`src/rtl/ws_pkg.sv`:
```
package ws_pkg;
  typedef enum logic [1:0] {
    SZ_BYTE = 2'd0,
    SZ_HALF = 2'd1,
    SZ_WORD = 2'd2,
    SZ_RSVD = 2'd3
  } host_size_e;

  typedef enum logic [1:0] {
    ST_IDLE = 2'd0,
    ST_BUSY = 2'd1,
    ST_RESP = 2'd2
  } split_state_e;
endpackage

```
`src/rtl/ws_plan.sv`:
```
module ws_plan
  import ws_pkg::*;
#(
  parameter int CW = 3
) (
  input  logic          wide,
  input  logic [1:0]    size,
  input  logic          write,
  output logic          refuse,
  output logic [CW-1:0] nbeats
);
  always_comb begin
    refuse = 1'b0;
    nbeats = CW'(1);
    unique case (host_size_e'(size))
      SZ_BYTE: begin
        nbeats = CW'(1);
        refuse = wide & write;
      end
      SZ_HALF: nbeats = wide ? CW'(1) : CW'(2);
      SZ_WORD: nbeats = wide ? CW'(2) : CW'(4);
      default: refuse = 1'b1;
    endcase
  end
endmodule

```
`src/rtl/ws_gather.sv`:
```
module ws_gather #(
  parameter int NLANE = 4,
  parameter int BW    = 2
) (
  input  logic               clk,
  input  logic               rst,
  input  logic               clear,
  input  logic               capture,
  input  logic               wide,
  input  logic               narrow_byte,
  input  logic               byte_sel,
  input  logic [BW-1:0]      beat,
  input  logic [15:0]        rdata,
  output logic [8*NLANE-1:0] word
);
  for (genvar j = 0; j < NLANE; j++) begin : g_lane
    logic       hit;
    logic [7:0] src;
    always_comb begin
      if (!wide) begin
        hit = (int'(beat) == j);
        src = rdata[7:0];
      end else if (narrow_byte) begin
        hit = (j == 0) && (beat == '0);
        src = byte_sel ? rdata[15:8] : rdata[7:0];
      end else begin
        hit = (int'(beat) == j / 2);
        src = rdata[8*(j%2) +: 8];
      end
    end
    always_ff @(posedge clk) begin
      if (rst || clear) word[8*j +: 8] <= 8'h00;
      else if (capture && hit) word[8*j +: 8] <= src;
    end
  end
endmodule

```
`src/rtl/width_splitter.sv`:
```
module width_splitter
  import ws_pkg::*;
#(
  parameter int AW = 16
) (
  input  logic          clk,
  input  logic          rst,
  input  logic          cfg_wide,
  input  logic          req_valid,
  output logic          req_ready,
  input  logic [AW-1:0] req_addr,
  input  logic [1:0]    req_size,
  input  logic          req_write,
  input  logic [31:0]   req_wdata,
  output logic          rsp_valid,
  output logic          rsp_error,
  output logic [31:0]   rsp_rdata,
  output logic          mem_valid,
  input  logic          mem_ready,
  output logic [AW-1:0] mem_addr,
  output logic          mem_write,
  output logic [15:0]   mem_wdata,
  input  logic [15:0]   mem_rdata
);
  localparam int HW    = 32;
  localparam int NLANE = HW / 8;
  localparam int CW    = $clog2(NLANE) + 1;
  localparam int BW    = $clog2(NLANE);

  split_state_e st;
  logic          refuse;
  logic [CW-1:0] plan_n;
  logic [CW-1:0] nb_q;
  logic [BW-1:0] idx;
  logic          wide_q, nbyte_q, bsel_q, err_q;
  logic [HW-1:0] wd_q;
  logic          accept, hs, last;

  assign req_ready = (st == ST_IDLE);
  assign rsp_valid = (st == ST_RESP);
  assign rsp_error = err_q;
  assign accept    = req_valid && req_ready;
  assign hs        = mem_valid && mem_ready;
  assign last      = ({1'b0, idx} == nb_q - CW'(1));

  ws_plan #(.CW(CW)) u_plan (
    .wide  (cfg_wide),
    .size  (req_size),
    .write (req_write),
    .refuse(refuse),
    .nbeats(plan_n)
  );

  ws_gather #(.NLANE(NLANE), .BW(BW)) u_gather (
    .clk        (clk),
    .rst        (rst),
    .clear      (accept),
    .capture    (hs),
    .wide       (wide_q),
    .narrow_byte(nbyte_q),
    .byte_sel   (bsel_q),
    .beat       (idx),
    .rdata      (mem_rdata),
    .word       (rsp_rdata)
  );

  always_ff @(posedge clk) begin
    if (rst) begin
      st        <= ST_IDLE;
      mem_valid <= 1'b0;
      mem_addr  <= '0;
      mem_write <= 1'b0;
      mem_wdata <= '0;
      err_q     <= 1'b0;
      nb_q      <= '0;
      idx       <= '0;
      wide_q    <= 1'b0;
      nbyte_q   <= 1'b0;
      bsel_q    <= 1'b0;
      wd_q      <= '0;
    end else begin
      unique case (st)
        ST_IDLE: if (accept) begin
          err_q   <= refuse;
          nb_q    <= plan_n;
          idx     <= '0;
          wide_q  <= cfg_wide;
          nbyte_q <= (req_size == SZ_BYTE);
          bsel_q  <= req_addr[0];
          if (refuse) begin
            st <= ST_RESP;
          end else begin
            st        <= ST_BUSY;
            mem_valid <= 1'b1;
            mem_write <= req_write;
            if (cfg_wide) begin
              mem_addr  <= {req_addr[AW-1:1], 1'b0};
              mem_wdata <= req_wdata[15:0];
              wd_q      <= req_wdata >> 16;
            end else begin
              mem_addr  <= req_addr;
              mem_wdata <= {8'h00, req_wdata[7:0]};
              wd_q      <= req_wdata >> 8;
            end
          end
        end
        ST_BUSY: if (hs) begin
          if (last) begin
            mem_valid <= 1'b0;
            st        <= ST_RESP;
          end else begin
            idx <= idx + BW'(1);
            if (wide_q) begin
              mem_addr  <= mem_addr + AW'(2);
              mem_wdata <= wd_q[15:0];
              wd_q      <= wd_q >> 16;
            end else begin
              mem_addr  <= mem_addr + AW'(1);
              mem_wdata <= {8'h00, wd_q[7:0]};
              wd_q      <= wd_q >> 8;
            end
          end
        end
        default: begin
          st    <= ST_IDLE;
          err_q <= 1'b0;
        end
      endcase
    end
  end

  a_r4_refuse_responds: assert property (@(posedge clk) disable iff (rst)
    (accept && refuse) |=> (rsp_valid && rsp_error && !mem_valid));
  a_r8_hold_request: assert property (@(posedge clk) disable iff (rst)
    (mem_valid && !mem_ready) |=> (mem_valid && $stable(mem_addr) &&
                                   $stable(mem_write) && $stable(mem_wdata)));
  a_r9_one_cycle_rsp: assert property (@(posedge clk) disable iff (rst)
    rsp_valid |=> !rsp_valid);
  a_r9_no_accept_busy: assert property (@(posedge clk) disable iff (rst)
    mem_valid |-> !req_ready);
  a_r4_error_with_rsp: assert property (@(posedge clk) disable iff (rst)
    rsp_error |-> rsp_valid);
  a_r2_beat_in_range: assert property (@(posedge clk) disable iff (rst)
    mem_valid |-> ({1'b0, idx} < nb_q));
  a_r9_rsp_after_last: assert property (@(posedge clk) disable iff (rst)
    (hs && last) |=> (rsp_valid && !mem_valid));
endmodule

```
`config.mk`:
```
export PLATFORM = sky130hd
export DESIGN_NAME = width_splitter
export DESIGN_NICKNAME = d
export VERILOG_FILES = /design/src/rtl/ws_pkg.sv /design/src/rtl/ws_plan.sv /design/src/rtl/ws_gather.sv /design/src/rtl/width_splitter.sv
export SDC_FILE = /design/constraint.sdc
export NUM_CORES = 1
export LEC_CHECK = 0
export ABC_AREA = 0
export CORE_ASPECT_RATIO = 1.4
export CORE_MARGIN = 8
export CORE_UTILIZATION = 52
export DETAILED_ROUTE_END_ITERATION = 10
export GPL_ROUTABILITY_DRIVEN = 1
export PLACE_DENSITY = 0.93
export SETUP_SLACK_MARGIN = 0.5
export SLEW_MARGIN = 15
export SYNTH_ARGS = -nofsm -noshare
export SYNTH_HDL_FRONTEND = slang
export SYNTH_SLANG_ARGS = --single-unit
```
`constraint.sdc`:
```
create_clock -name clk -period 3.3 [get_ports clk]
set_input_delay 0.495 -clock clk [delete_from_list [all_inputs] [get_ports clk]]
set_output_delay 0.495 -clock clk [all_outputs]
set_load 0.005 [all_outputs]
```
==> results.cfg <==
[status]
status = completed

[clocking]
numCtsBuffers = 9
cts.repair.resized = 0
clk_latency_ns = 0.34
cts_sinks = 101
htree_levels = 3
clockBufferDepth = 2
root_buffer = clkbuf_16
clk_pin_slew_ns = 0.07
cts_tree = done

[place]
placed_area_um2 = 6470
dp.final_hpwl_mm = 11.0
gp_congestion = 0.851
dp_slack_ns = 0.478
io_buffers = 140

[synthesis]
ys.flop_type = dfxtp_1
avgSynthCellArea_um2 = 8.05
yosysWarnings = 0
synth-edff-count = 0
syn_area_um2 = 5040
synthesis.nets = 708
syn_inst = 626
async_flop_share = 0
ys_seq_area_frac = 0.401
yosysUniqueCellTypes = 48
synth-seq-cells = 101

[min_path]
min_path_type = reg -> reg

[routing]
antenna_left = 0
dr.pass1.iters = 5
routed_via_density = 6.15
wl_mm = 15.6
post-route-drc-count = 0
wl_per_cell_um = 18.3
via_count = 5261
drt_iter0_markers = 511

[sta]
setup_viol = 0
worst_slack_ns = 0.739
fin_crit_sh = 0.776
slew_violations = 0
worst_pin_slew_ns = 0.985
fmax_mhz = 391
fin_tns_setup_ns = 0
finalCriticalPeriod_ns = 2.56
fin_worst_skew_ns = 0.00793
hold_viol = 0
rsz0062_at_grt = no
holdWs_ns = 0.454
slew_headroom = 0.339

[setup_path]
critPathKind = in -> reg
cp_data_arrival_time_ns = 2.82
cp_max_fo = 38
endpoint_kind = flip-flop
critPathLaunchType = input pin
cp.required_ns = 3.56

[finish]
area.growth.synth_to_final_pct = 35.2
final_nets = 823
nFillCells = 691
diodes = 0
multiInputGateArea_um2 = 2790
final_area_um2 = 6810
register_area_um2 = 2020
drive_gt1_frac = 0.0483

[global_route]
track_usage = 0.228
grt_pass1_wl_mm = 24.7
grt_pass1_vias = 5031
overflow = 0
grt_max_degree = 74
antenna_found_initial = 0

[pwr]
leakage_nw = 2.47
power_density_nw_per_um2 = 466
ir_worst_vdd_mv = 0.280

[die]
die_w_um = 99.2
start_util = 0.533
die_h_um = 132
row_count = 42
io_pins = 141
core_area_um2 = 9460
dieArea_um2 = 13100

[flow_run]
maxCapViolCount = 0
==> logic make-up (layout without fill, tap and decap cells) <==
group           after synthesis  in the layout  share of synthesized area
mux                          44             44                     0.0874
compound gates              155            156                      0.208
buf+inv                      60            179                     0.0502
fa+ha+maj                    10             10                     0.0248
flops                       101            101                      0.401
simple gates                252            252                      0.221
xor+xnor                      4              4                    0.00695
==> cells in the final DEF (no fill, tap or decap), types with 3 or more instances in the layout <==
| cell | synthesis | final |
|---|---|---|
| a211oi_1 | 36 | 36 |
| a21oi_1 | 50 | 50 |
| a22o_1 | 3 | 3 |
| a311oi_1 | 18 | 18 |
| a31oi_1 | 3 | 3 |
| and3_1 | 5 | 5 |
| buf_4 | 3 | 10 |
| clkbuf_16 | 0 | 9 |
| clkdlybuf4s50_1 | 0 | 139 |
| dfxtp_1 | 101 | 101 |
| ha_1 | 10 | 10 |
| inv_1 | 12 | 12 |
| mux2i_1 | 44 | 44 |
| nand2_1 | 93 | 93 |
| nand2b_1 | 9 | 8 |
| nand3_1 | 40 | 40 |
| nand3b_1 | 8 | 8 |
| nor2_1 | 75 | 75 |
| nor2b_1 | 4 | 3 |
| nor3_1 | 7 | 7 |
| nor4_1 | 3 | 3 |
| o211ai_1 | 3 | 3 |
| o21ai_0 | 19 | 19 |
| o31ai_1 | 4 | 4 |
| xnor2_1 | 3 | 3 |
==> synthesized netlist by cell type (all sizes together) (3+ instances only) <==
library cell  instances  area, um2
dfxtp               101       2020
nand2                93        349
nor2                 75        282
a21oi                50        250
mux2i                44        440
nand3                40        200
a211oi               36        270
clkbuf               29        109
o21ai                20        104
buf                  19       98.8
a311oi               18        158
inv                  12       45.0
ha                   10        125
nand2b                9       56.3
nand3b                8       60.1
nor3                  8       45.0
and3                  5       31.3
o31ai                 5       51.3
nor2b                 4       25.0
a22o                  3       26.3
a31oi                 3       18.8
nor4                  3       18.8
o211ai                3       22.5
xnor2                 3       26.3
==> worst max-delay path, cell delays in order <==
cell	delay, ns
clkdlybuf4s50_1	0.51
inv_1	0.08
ha_1	0.36
o2111ai_2	0.43
o31a_1	0.21
buf_4	0.36
o21ai_0	0.17
a21oi_1	0.19
==> registers in the layout, summed over array words and instances (netlist names) <==
signal         cells
wide_q             1
nb_q               3
wd_q              24
nbyte_q            1
idx                2
mem_valid          1
u_gather.word     32
st                 2
mem_addr          16
mem_write          1
bsel_q             1
mem_wdata         16
rsp_error          1
==> final timing paths <==
path,start,to,slack [ns],cells after the start
worst max-delay path,req_size[0],mem_addr[4],0.74,8
worst min-delay path,wd_q[2],wd_q[2],0.45,2
worst max register to register,nb_q[0],mem_wdata[11],0.81,8
worst min register to register,wd_q[2],wd_q[2],0.45,2
==> stage by stage <==
stage | util | power, W | instances
after global placement | 0.684 | 0.00200 | 839
after global routing | 0.720 | 0.00328 | 856
final | 0.720 | 0.00318 | 856
after CTS | 0.719 | 0.00316 | 855
after floorplan | - | 0.00173 | 626
after detailed placement | 0.684 | 0.00202 | 839
==> timing repair <==
item / in CTS / in global routing
hold buffers: 0 / 0
endpoints found under the setup margin: 0 / 38
setup buffers: 0 / 0
==> final cells by class <==
cell class              instances  share of cell area
inverters                      12             0.00661
well taps                     110              0.0202
clock buffers                  13              0.0382
multi-input cells             466               0.409
flip-flops and latches        101               0.297
repair buffers                151               0.219
clock inverters                 3             0.00992
==> power by group <==
part	leakage, nW	switching (W)	total [W]	internal (W)
Combinational	1.50	0.000340	0.000650	0.000310
Clock	0.156	0.000456	0.00116	0.000707
Sequential	0.823	0.0000672	0.00136	0.00130
Total	2.47	0.000863	0.00318	0.00231
==> metal layers <==
metal | GRT usage | up-vias | routed length [um]
met1 | 0.259 | 2450 | 6170
li1 | - | 2470 | -
met2 | 0.387 | 291 | 7670
met5 | 0 | - | 0
met3 | 0.0609 | 50 | 1280
met4 | 0.103 | 0 | 505
(Power assumes the default switching activity.)
